### src/rtl/otmr_pkg.sv
`timescale 1ns/1ps
// Package: shared register indices and bit positions for the overflow timer pair.
// Assumes a 16-word register window per timer.
package otmr_pkg;
    localparam int REG_IDX_W = 4;

    localparam logic [REG_IDX_W-1:0] IDX_STAT = 4'h0;
    localparam logic [REG_IDX_W-1:0] IDX_CNT  = 4'h1;
    localparam logic [REG_IDX_W-1:0] IDX_CTRL = 4'h4;
    localparam logic [REG_IDX_W-1:0] IDX_CFG  = 4'h8;
    localparam logic [REG_IDX_W-1:0] IDX_DIV  = 4'h9;
    localparam logic [REG_IDX_W-1:0] IDX_INIT = 4'hA;

    localparam int BIT_HOLD  = 0;   // control
    localparam int BIT_START = 1;   // control
    localparam int BIT_EN    = 0;   // configuration
    localparam int BIT_IRQEN = 1;   // configuration
    localparam int BIT_FLAG  = 0;   // status

    // True when a register index decodes to a real register.
    function automatic logic idx_mapped(input logic [REG_IDX_W-1:0] idx);
        return (idx == IDX_STAT) || (idx == IDX_CNT) || (idx == IDX_CTRL) ||
               (idx == IDX_CFG)  || (idx == IDX_DIV) || (idx == IDX_INIT);
    endfunction
endpackage

### src/rtl/otmr_prescaler.sv
`timescale 1ns/1ps
// Module: otmr_prescaler
// Emits one step pulse every div_i+1 clocks while run_i is high.
// Its phase counter returns to zero whenever run_i drops.
// Assumes div_i is static while running. If div_i is lowered below the phase,
// the comparison still fires on the next clock.
module otmr_prescaler #(
    parameter int W = 32
) (
    input  logic         clk,
    input  logic         rst_n,
    input  logic         run_i,
    input  logic [W-1:0] div_i,
    output logic         tick_o
);
    logic [W-1:0] phase_q;

    // Step when the phase has reached the divisor.
    assign tick_o = run_i && (phase_q >= div_i);

    // Advance the phase, restarting after each step or when stopped.
    always_ff @(posedge clk) begin
        if (!rst_n || !run_i || tick_o) phase_q <= '0;
        else                            phase_q <= phase_q + 1'b1;
    end

    // a nonzero divisor never gives two steps on back-to-back clocks.
    a_r3_tick_spacing: assert property (@(posedge clk) disable iff (!rst_n)
        (tick_o && div_i != '0) |=> (!tick_o || div_i == '0));
endmodule

### src/rtl/otmr_counter.sv
`timescale 1ns/1ps
// Module: otmr_counter
// Up-counter that is pinned to init_i while load_i is high. On a step at
// all-ones it wraps to init_i and pulses ovf_o. Assumes at most one step per clock.
module otmr_counter #(
    parameter int W = 32
) (
    input  logic         clk,
    input  logic         rst_n,
    input  logic         load_i,
    input  logic         tick_i,
    input  logic [W-1:0] init_i,
    output logic [W-1:0] count_o,
    output logic         ovf_o
);
    // Overflow is a step taken from the maximum value.
    assign ovf_o = tick_i && !load_i && (&count_o);

    // Hold at the initial value, wrap to it, or step by one.
    always_ff @(posedge clk) begin
        if (!rst_n)       count_o <= '0;
        else if (load_i)  count_o <= init_i;
        else if (tick_i)  count_o <= (&count_o) ? init_i : count_o + 1'b1;
    end

    // while held, the next count is the initial value.
    a_r6_hold_loads_init: assert property (@(posedge clk) disable iff (!rst_n)
        load_i |=> (count_o == $past(init_i)));
    // a wrap lands on the initial value.
    a_r4_wrap_reload: assert property (@(posedge clk) disable iff (!rst_n)
        ovf_o |=> (count_o == $past(init_i)));
    // with no step and no hold the count does not move.
    a_r8_frozen: assert property (@(posedge clk) disable iff (!rst_n)
        (!tick_i && !load_i) |=> $stable(count_o));
endmodule

### src/rtl/otmr_channel.sv
`timescale 1ns/1ps
// Module: otmr_channel
// One complete timer: its register file, prescaler, counter, sticky flag and
// gated interrupt. wr_i is already qualified by the timer select. rdata_o is
// combinational from reg_idx_i and reads zero for unmapped indices.
module otmr_channel
    import otmr_pkg::*;
#(
    parameter int W = 32
) (
    input  logic                 clk,
    input  logic                 rst_n,
    input  logic                 wr_i,
    input  logic [REG_IDX_W-1:0] reg_idx_i,
    input  logic [W-1:0]         wdata_i,
    output logic [W-1:0]         rdata_o,
    output logic                 irq_o
);
    logic         hold_q, start_q, en_q, irqen_q, flag_q;
    logic [W-1:0] div_q, init_q, count;
    logic         run, tick, ovf;

    // Counting needs enable and start with hold released.
    assign run   = en_q && start_q && !hold_q;
    assign irq_o = flag_q && irqen_q;

    // Capture writes to the control, configuration, divisor and initial registers.
    always_ff @(posedge clk) begin
        if (!rst_n) begin
            hold_q <= 1'b0; start_q <= 1'b0; en_q <= 1'b0; irqen_q <= 1'b0;
            div_q  <= '0;   init_q  <= '0;
        end else if (wr_i) begin
            case (reg_idx_i)
                IDX_CTRL: begin
                    hold_q  <= wdata_i[BIT_HOLD];
                    start_q <= wdata_i[BIT_START];
                end
                IDX_CFG: begin
                    en_q    <= wdata_i[BIT_EN];
                    irqen_q <= wdata_i[BIT_IRQEN];
                end
                IDX_DIV:  div_q  <= wdata_i;
                IDX_INIT: init_q <= wdata_i;
                default: ;
            endcase
        end
    end

    // Sticky pending flag: an overflow wins over a same-cycle clear.
    always_ff @(posedge clk) begin
        if (!rst_n)   flag_q <= 1'b0;
        else if (ovf) flag_q <= 1'b1;
        else if (wr_i && reg_idx_i == IDX_STAT && wdata_i[BIT_FLAG]) flag_q <= 1'b0;
    end

    otmr_prescaler #(.W(W)) u_pre (
        .clk(clk), .rst_n(rst_n), .run_i(run), .div_i(div_q), .tick_o(tick)
    );

    otmr_counter #(.W(W)) u_cnt (
        .clk(clk), .rst_n(rst_n), .load_i(hold_q), .tick_i(tick),
        .init_i(init_q), .count_o(count), .ovf_o(ovf)
    );

    // Read multiplexer over the mapped registers.
    always_comb begin
        rdata_o = '0;
        case (reg_idx_i)
            IDX_STAT: rdata_o[BIT_FLAG] = flag_q;
            IDX_CNT:  rdata_o = count;
            IDX_CTRL: begin
                rdata_o[BIT_HOLD]  = hold_q;
                rdata_o[BIT_START] = start_q;
            end
            IDX_CFG: begin
                rdata_o[BIT_EN]    = en_q;
                rdata_o[BIT_IRQEN] = irqen_q;
            end
            IDX_DIV:  rdata_o = div_q;
            IDX_INIT: rdata_o = init_q;
            default:  rdata_o = '0;
        endcase
    end

    // an overflow leaves the flag set.
    a_r4_ovf_sets_flag: assert property (@(posedge clk) disable iff (!rst_n)
        ovf |=> flag_q);
    // the flag only rises because of an overflow.
    a_r4_flag_cause: assert property (@(posedge clk) disable iff (!rst_n)
        $rose(flag_q) |-> $past(ovf));
    // a clear with no competing overflow drops the flag.
    a_r5_clear: assert property (@(posedge clk) disable iff (!rst_n)
        (wr_i && reg_idx_i == IDX_STAT && wdata_i[BIT_FLAG] && !ovf) |=> !flag_q);
endmodule

### src/rtl/ovf_timer_pair.sv
`timescale 1ns/1ps
// Module: ovf_timer_pair
// NUM_TIMERS identical overflow timers on one single-cycle word-addressed bus.
// The upper address bits select the timer and the low REG_IDX_W bits select
// the register. Selects beyond NUM_TIMERS are unmapped. Read data is combinational.
module ovf_timer_pair
    import otmr_pkg::*;
#(
    parameter  int NUM_TIMERS = 2,
    parameter  int DATA_W     = 32,
    localparam int SEL_W      = (NUM_TIMERS > 1) ? $clog2(NUM_TIMERS) : 1,
    localparam int ADDR_W     = SEL_W + REG_IDX_W
) (
    input  logic                  clk,
    input  logic                  rst_n,
    input  logic                  bus_we,
    input  logic [ADDR_W-1:0]     bus_addr,
    input  logic [DATA_W-1:0]     bus_wdata,
    output logic [DATA_W-1:0]     bus_rdata,
    output logic [NUM_TIMERS-1:0] irq
);
    logic [SEL_W-1:0]     sel;
    logic [REG_IDX_W-1:0] idx;
    logic [DATA_W-1:0]    ch_rdata [NUM_TIMERS];
    logic                 sel_ok;

    assign sel    = bus_addr[ADDR_W-1:REG_IDX_W];
    assign idx    = bus_addr[REG_IDX_W-1:0];
    assign sel_ok = (int'(sel) < NUM_TIMERS);

    // One timer per select value, each written only when addressed.
    for (genvar g = 0; g < NUM_TIMERS; g++) begin : g_tmr
        otmr_channel #(.W(DATA_W)) u_ch (
            .clk      (clk),
            .rst_n    (rst_n),
            .wr_i     (bus_we && sel == SEL_W'(g)),
            .reg_idx_i(idx),
            .wdata_i  (bus_wdata),
            .rdata_o  (ch_rdata[g]),
            .irq_o    (irq[g])
        );
    end

    // Return the addressed timer's data, or zero for a missing timer.
    always_comb begin
        bus_rdata = '0;
        if (sel_ok) bus_rdata = ch_rdata[sel];
    end

    // unmapped register offsets read as zero.
    a_r9_unmapped_zero: assert property (@(posedge clk) disable iff (!rst_n)
        !idx_mapped(idx) |-> (bus_rdata == '0));
endmodule

### config.mk
export PLATFORM = sky130hd
export DESIGN_NAME = ovf_timer_pair
export DESIGN_NICKNAME = d
export VERILOG_FILES = /design/src/rtl/otmr_pkg.sv /design/src/rtl/otmr_prescaler.sv /design/src/rtl/otmr_counter.sv /design/src/rtl/otmr_channel.sv /design/src/rtl/ovf_timer_pair.sv
export SDC_FILE = /design/constraint.sdc
export NUM_CORES = 1
export LEC_CHECK = 0
export ABC_AREA = 1
export CAP_MARGIN = 10
export CORE_ASPECT_RATIO = 1.4
export CORE_MARGIN = 5
export CORE_UTILIZATION = 25
export CTS_CLUSTER_SIZE = 25
export DETAILED_ROUTE_END_ITERATION = 12
export PLACE_DENSITY = 0.49
export RECOVER_POWER = 25
export SLEW_MARGIN = 20
export SYNTH_ARGS = -nofsm -noshare
export SYNTH_HDL_FRONTEND = slang
export SYNTH_SLANG_ARGS = --single-unit
### constraint.sdc
create_clock -name clk -period 2.03 [get_ports clk]
set_input_delay 0.406 -clock clk [delete_from_list [all_inputs] [get_ports clk]]
set_output_delay 0.406 -clock clk [all_outputs]
set_load 0.1 [all_outputs]
======== Word level (Yosys, flattened, before mapping) ========
Index checks and enable logic that the tools add are counted.
operators by class
  $add $sub $neg .......................... 4
  multiply operators ...................... 0
  div/mod/pow operators ................... 0
  magnitude comparators ................... 3
  eq/ne operators ......................... 5
  shifts and indexed selects .............. 0
  multiplexer cells ....................... 19
  bitwise operators ....................... 2
  reduce and logical (&&, ||, !) cells .... 42
operators by type and width
  operator                                                   number
  two-way mux 32 bit                                         9
  case mux 30 bit (3 select lines)                           2
  adder 32 x 1 -> 32 bit (second input constant)             4
  greater-or-equal comparator 32 bit                         2
  AND reduction 32 bit                                       2
  logical AND 1 bit                                          18
  AND reduction 2 bit                                        8
  equality test 4 bit (second input constant)                3
  case mux 1 bit (6 select lines)                            2
  case mux 1 bit (5 select lines)                            2
  nonzero test 2 bit                                         4
  zero test 1 bit                                            5
  equality test 4 x 1 -> 1 bit (second input constant)       1
  equality test 4 x 3 -> 1 bit (second input constant)       1
  zero test 4 bit                                            1
  logical OR 1 bit                                           4
  two-way mux 1 bit                                          4
  greater-or-equal comparator 2 bit (second input constant)  1
  inverter 1 -> 2 bit                                        1
  inverter 1 bit                                             1
word-level totals
  bits in registers ....................... 266
  bits in latches ......................... 0
  bits in writable memories ............... 0
  ROM bits ................................ 0
  bits of input ports ..................... 40
  output and inout bits ................... 34
  word-level logic and storage cells ...... 93
  memories ................................ 0

======== Depth between registers and ports, before layout ========
  depth after elaboration ................. 6
  depth in mapped cells ................... 19
  mapped depth without buffers ............ 18

======== Cells and area by module ========
A second synthesis with hierarchy kept.
second synthesis, totals
  cell total of the unflattened synthesis .. 3,080
  area total of the unflattened synthesis .. 18,639.1 um2
modules (own cells, without submodules)
  module          times used  cells an instance  area each (um2)  seq. area each (um2)
  otmr_channel    2           682                4,022.6          1,381.3
  otmr_prescaler  2           386                2,555.0          640.6
  otmr_counter    2           418                2,497.4          640.6
  ovf_timer_pair  1           108                489.2            0.0

======== Worst setup path after synthesis ========
OpenSTA, ideal clock, no wires.
  path kind ............................... input to output
  from .................................... input port bus_addr[3]
  to ...................................... output port bus_rdata[0]
  arrival ................................. 3,344 ps
  data required time ...................... 1,624 ps
  setup slack ............................. -1,720 ps
  stages on the path ...................... 9
  path buffers ............................ 1
  path through ............................ inv_1 -> nor2_1 -> nand3_1 -> inv_1 -> buf_2 -> nand2_1 -> o211ai_1 -> a21oi_1 -> o21ai_0
on the way
  word-level cells in the longest chain between the ends .. 5
  elaborated cells between the ends (all ways) .. 11
  classes of those cells .................. eq/ne: 5; mux: 5; reduce/logical: 1
ends and longest elaborated chain
  element                                                    RTL line              source
  start, declared                                            ovf_timer_pair.sv:17  input logic [ADDR_W-1:0] bus_addr,
  equality test 4 bit (tied with other cells)                otmr_channel.sv:68    case (reg_idx_i)
  case mux 1 bit (6 select lines)                            otmr_channel.sv:68
  two-way mux 32 bit (not written as such) (*) (3 in a row)  ovf_timer_pair.sv:47  if (sel_ok) bus_rdata = ch_rdata[sel];
  end, declared                                              ovf_timer_pair.sv:19  output logic [DATA_W-1:0] bus_rdata,
Mark *: on every way between the ends. The rest lies on a longest branch, timed or not. The select of a mux whose other input is x is not followed.

======== Worst setup path after layout ========
  from .................................... register g_tmr[0].u_ch.hold_q
  to ...................................... output port bus_rdata[0]
on the way
  word-level cells in the longest chain between the ends .. 4
ends and longest elaborated chain
  element                                                RTL line              source
  start, declared                                        otmr_channel.sv:19    logic hold_q, start_q, en_q, irqen_q, flag_q;
  start signal, assigned                                 otmr_channel.sv:35    hold_q <= wdata_i[BIT_HOLD];
  case mux 1 bit (6 select lines)                        otmr_channel.sv:68
  two-way mux 32 bit (not written as such) (3 in a row)  ovf_timer_pair.sv:47
Every way passes these cells. The select of a mux whose other input is x is not followed.

==> impl_results.html <==
<table>
<tr><th>Metric</th><th>Value</th></tr>
<tr><th colspan="2">Outcome</th></tr>
<tr><td>Result of the run</td><td>finished with violations</td></tr>
<tr><td>Violations in the final reports</td><td>setup timing</td></tr>
<tr><th colspan="2">Critical path</th></tr>
<tr><td>CP max-delay cell</td><td>sky130_fd_sc_hd__o31ai_2</td></tr>
<tr><td>Crit path cell chain</td><td>inv_2 &gt; o22ai_1 &gt; o31ai_2 &gt; o21ai_4 &gt; buf_12</td></tr>
<tr><td>Crit path buffers/inverters</td><td>2</td></tr>
<tr><td>CP Capture Type</td><td>output port</td></tr>
<tr><td>Type of origin of the critical path</td><td>flip-flop</td></tr>
<tr><td>Data arrival time at the worst-slack endpoint</td><td>between 1.5 and 2 ns</td></tr>
<tr><td>Category of the most critical setup path</td><td>reg2out</td></tr>
<tr><td>Largest fanout of any net on the critical path</td><td>6</td></tr>
<tr><td>Worst EP required</td><td>roughly 1.6 ns</td></tr>
<tr><td>Family with the most delay on the worst path</td><td>compound AO/OA/AOI/OAI gates</td></tr>
<tr><td>Worst stage delay on the critical path</td><td>roughly 0.36 ns</td></tr>
<tr><th colspan="2">Clock network</th></tr>
<tr><td>Clock tree root buffer cell</td><td>sky130_fd_sc_hd__clkbuf_16</td></tr>
<tr><td>Later-pin clock latency in the skew report</td><td>around 0.60 ns</td></tr>
<tr><td>Clock tree from TritonCTS</td><td>built</td></tr>
<tr><td>Max H-tree Level</td><td>1</td></tr>
<tr><td>Count of hold-fix buffers inserted at cts</td><td>0</td></tr>
<tr><td>Sinks on Clock Net</td><td>266</td></tr>
<tr><td>Number of clock buffers inserted by TritonCTS</td><td>30</td></tr>
<tr><td>Clock-pin slew on the worst setup and hold paths</td><td>0.07 ns</td></tr>
<tr><td>Clk buf depth</td><td>3</td></tr>
<tr><th colspan="2">Finish</th></tr>
<tr><td>Sequential standard cell area</td><td>approximately 5400 um2</td></tr>
<tr><td>Final Net Count</td><td>3061</td></tr>
<tr><td>Multi-input combinational cell area</td><td>12100 um2</td></tr>
<tr><td>Number of non-filler instances in the completed layout</td><td>~3800</td></tr>
<tr><td>Share of final-layout standard cells stronger than drive strength 1</td><td>0.349</td></tr>
<tr><td>Syn-to-layout area delta</td><td>60.3%</td></tr>
<tr><td>Fillers</td><td>6462</td></tr>
<tr><th colspan="2">Synthesis</th></tr>
<tr><td>Post-synthesis register bit count</td><td>between 200 and 300</td></tr>
<tr><td>Area of the mapped netlist</td><td>16200 um2</td></tr>
<tr><td>Largest area contributor in the synthesized netlist</td><td>sky130_fd_sc_hd__dfxtp_1</td></tr>
<tr><td>Most used flip-flop cell after synthesis</td><td>sky130_fd_sc_hd__dfxtp_1</td></tr>
<tr><td>Portion of the post-synthesis area used by sequential elements</td><td>0.329</td></tr>
<tr><td>Top cell type's share of synthesized area</td><td>0.329</td></tr>
<tr><td>Fraction of the mapped netlist area in simple logic gates</td><td>0.307</td></tr>
<tr><td>EDFF count, synth</td><td>0</td></tr>
<tr><td>Number of cells produced by synthesis</td><td>around 2600</td></tr>
<tr><td>Number of synthesis warnings</td><td>0</td></tr>
<tr><td>Mean cell area of the mapped netlist</td><td>approximately 6.3 um2</td></tr>
<tr><td>Post-synthesis xor/xnor area fraction</td><td>0.0292</td></tr>
<tr><td>Compound-Gate Fraction of Synth Area</td><td>0.182</td></tr>
<tr><td>Count of unique library cells instantiated by Yosys</td><td>40</td></tr>
<tr><td>Adder and majority gate portion of the synthesized area</td><td>0.0526</td></tr>
<tr><td>Proportion of synthesized area in mux cells</td><td>0</td></tr>
<tr><td>Synthesized Nets</td><td>between 2000 and 3000</td></tr>
<tr><td>Area contributors post-synth</td><td>sky130_fd_sc_hd__dfxtp_1 33%, sky130_fd_sc_hd__nand2_1 14%, sky130_fd_sc_hd__a21oi_1 8.5%</td></tr>
<tr><td>Main combinational cell family by area after synthesis</td><td>simple AND/OR/NAND/NOR gates</td></tr>
<tr><td>Cell with the most instances after synthesis</td><td>sky130_fd_sc_hd__nand2_1</td></tr>
<tr><td>Top post-synthesis cells by count</td><td>602 x sky130_fd_sc_hd__nand2_1, 319 x sky130_fd_sc_hd__nor2_1, 294 x sky130_fd_sc_hd__inv_1</td></tr>
<tr><td>Share of synthesized registers carrying an async set or reset</td><td>0</td></tr>
<tr><th colspan="2">Timing</th></tr>
<tr><td>Count of final max-slew check failures</td><td>0</td></tr>
<tr><td>Unrepaired setup endpoints after global routing</td><td>true</td></tr>
<tr><td>Total count of hold-check failures in the final report</td><td>0</td></tr>
<tr><td>Final setup violation count</td><td>81</td></tr>
<tr><td>Tcrit/Tclk final</td><td>1.18</td></tr>
<tr><td>Worst Skew</td><td>roughly 0.017 ns</td></tr>
<tr><td>Setup WS post-layout</td><td>-0.357 ns</td></tr>
<tr><td>Final min period</td><td>approximately 2.4 ns</td></tr>
<tr><td>Max transition margin</td><td>0.478</td></tr>
<tr><td>Actual transition at the worst max-transition pin</td><td>~0.78 ns</td></tr>
<tr><td>Maximum frequency from static timing analysis</td><td>around 420 MHz</td></tr>
<tr><th colspan="2">Detailed routing</th></tr>
<tr><td>Vias</td><td>~19000</td></tr>
<tr><td>Antenna-violating nets left</td><td>0</td></tr>
<tr><td>Pre-Repair DR Iteration Count</td><td>7</td></tr>
<tr><td>Total wire length after detailed routing</td><td>81.4 mm</td></tr>
<tr><td>DRC Markers</td><td>0</td></tr>
<tr><td>Routed via count divided by cell count</td><td>5.00</td></tr>
<tr><td>DRC violation total after the first TritonRoute iteration</td><td>around 1200</td></tr>
<tr><td>Wire length per cell after detailed routing</td><td>roughly 21 um</td></tr>
<tr><th colspan="2">Global routing</th></tr>
<tr><td>Total track usage</td><td>0.214</td></tr>
<tr><td>First-pass GRT wire length</td><td>115 mm</td></tr>
<tr><td>Pin count of the biggest net entering global routing</td><td>60</td></tr>
<tr><td>Overflow left after global routing</td><td>0</td></tr>
<tr><td>Vias in the first global route</td><td>18400</td></tr>
<tr><td>Antenna violations before repair</td><td>5</td></tr>
<tr><th colspan="2">Flow run</th></tr>
<tr><td>Max-cap violations</td><td>0</td></tr>
<tr><th colspan="2">Floorplanning</th></tr>
<tr><td>Die outline area</td><td>70000 um2</td></tr>
<tr><td>X dimension of the die</td><td>225 um</td></tr>
<tr><td>DIE HEIGHT</td><td>just over 300 um</td></tr>
<tr><td>Number of standard-cell rows in the floorplan</td><td>110</td></tr>
<tr><td>Area of the placeable core</td><td>64300 um2</td></tr>
<tr><td>I/O pin count</td><td>between 70 and 80</td></tr>
<tr><td>Initial cell density of the core</td><td>0.252</td></tr>
<tr><th colspan="2">Min path</th></tr>
<tr><td>Worst hold path class</td><td>in2reg</td></tr>
<tr><th colspan="2">Placed design</th></tr>
<tr><td>RD Place Congestion</td><td>~1.0</td></tr>
<tr><td>Total instance count after detailed placement</td><td>approximately 3700</td></tr>
<tr><td>Estimated wirelength of the detail-placed design</td><td>~60 mm</td></tr>
<tr><td>Port Buf Inserts</td><td>73</td></tr>
<tr><th colspan="2">Pwr</th></tr>
<tr><td>Leakage power</td><td>between 0.01 and 0.015 uW</td></tr>
<tr><td>Overall power</td><td>12400 uW</td></tr>
<tr><td>Maximum ir drop on the vdd rail</td><td>0.662 mV</td></tr>
<tr><td>Power density cells</td><td>about 480 nW/um2</td></tr>
</table>
==> placed cells by master, fill, tap and decap left out, drive strengths merged, types with 2 or more instances in the layout <==
cell type / netlist / routed
dfxtp: 266 / 266
o221ai: 9 / 9
a21oi: 275 / 275
and3: 2 / 2
nand4: 30 / 30
or2: 5 / 5
clkbuf: 91 / 63
nor4: 3 / 3
buf: 28 / 419
a21o: 4 / 4
o21a: 2 / 2
inv: 299 / 297
nor2: 323 / 323
o22ai: 50 / 50
nand3: 165 / 165
nand3b: 2 / 2
ha: 68 / 68
clkinv: 1 / 11
nor3b: 13 / 13
bufinv: 0 / 4
xor2: 42 / 42
nor3: 44 / 44
xnor2: 12 / 12
o21ai: 219 / 219
clkinvlp: 0 / 3
nand2: 606 / 606
clkdlybuf4s50: 0 / 33
==> worst min-delay path, delay by kind of cell <==
family / cells / cell delay, ns
AOI/OAI and AO/OA: 2 / 0.16
buffers and inverters: 1 / 0.22
==> final cells by class <==
type	instances	share of cell area
Timing Repair inverter	2	0.00121
Clock buffer	42	0.0322
Timing Repair Buffer	474	0.199
Antenna cell	1	0.0000965
Inverter	300	0.0461
Clock inverter	13	0.00690
Tap cell	840	0.0405
Multi-Input combinational cell	1879	0.466
Sequential cell	266	0.208
==> report_power, final <==
group | total [uW] | switching, uW | internal (uW)
logic | 1250 | 767 | 483
registers | 5310 | 40.2 | 5270
clock network | 5880 | 2500 | 3370
==> sequential cells by signal (all words and copies together) (netlist names) <==
name,flops
g_tmr.u_ch.en_q,2
g_tmr.u_ch.hold_q,2
g_tmr.u_ch.u_pre.phase_q,64
g_tmr.u_ch.flag_q,2
g_tmr.u_ch.init_q,64
g_tmr.u_ch.div_q,64
g_tmr.u_ch.u_cnt.count_o,64
g_tmr.u_ch.irqen_q,2
g_tmr.u_ch.start_q,2
==> through the flow <==
stage | setup TNS, ns | hold slack (ns) | instance area [um2] | util | worst slack [ns]
6_report | -8.00 | 0.249 | 25900 | 0.404 | -0.357
5_1_grt | -19.24 | 0.241 | 25900 | 0.404 | -0.406
4_1_cts | -7.66 | 0.224 | 23800 | 0.371 | -0.359
3_5_place_dp | -86.39 | 0.457 | 21200 | 0.329 | -0.814
3_3_place_gp | -82.50 | 0.448 | 21200 | 0.329 | -0.791
2_1_floorplan | -0.135 | 0.430 | 16600 | - | -0.0397
==> kinds of logic after synthesis <==
kind of cell | Yosys count
simple gates | 1193
buf+inv | 419
flops | 266
xor+xnor | 54
compound gates | 564
fa+ha+maj | 68
==> worst paths after layout <==
path	start	end	slack [ns]	cells past startpoint
max	g_tmr[0].u_ch.hold_q$_SDFFE_PN0P_	bus_rdata[0]	-0.36	5
min	rst_n	g_tmr[0].u_ch.div_q[11]$_SDFFE_PN0P_	0.25	3
max reg2reg	g_tmr[1].u_ch.div_q[7]$_SDFFE_PN0P_	g_tmr[1].u_ch.u_cnt.count_o[19]$_SDFFE_PN0P_	-0.08	16
min reg2reg	g_tmr[0].u_ch.u_pre.phase_q[0]$_SDFF_PP0_	g_tmr[0].u_ch.u_pre.phase_q[0]$_SDFF_PP0_	0.45	1
==> timing repair <==
| action | CTS | global route |
|---|---|---|
| buffers inserted | 31 | 25 |
| pin swaps | 82 | 132 |
| resized for setup | 325 | 459 |
| endpoints found under the setup margin | 104 | 144 |
| cloned | 12 | 15 |
==> per-layer routing <==
layer / wire length (um) / vias up / GRT usage
li1: - / 9162 / -
met1: 30100 / 9037 / 0.240
met2: 40600 / 635 / 0.387
met3: 3720 / 262 / 0.0232
met4: 6980 / 4 / 0.128
met5: 20 / - / 0
(Power assumes the default switching activity.)
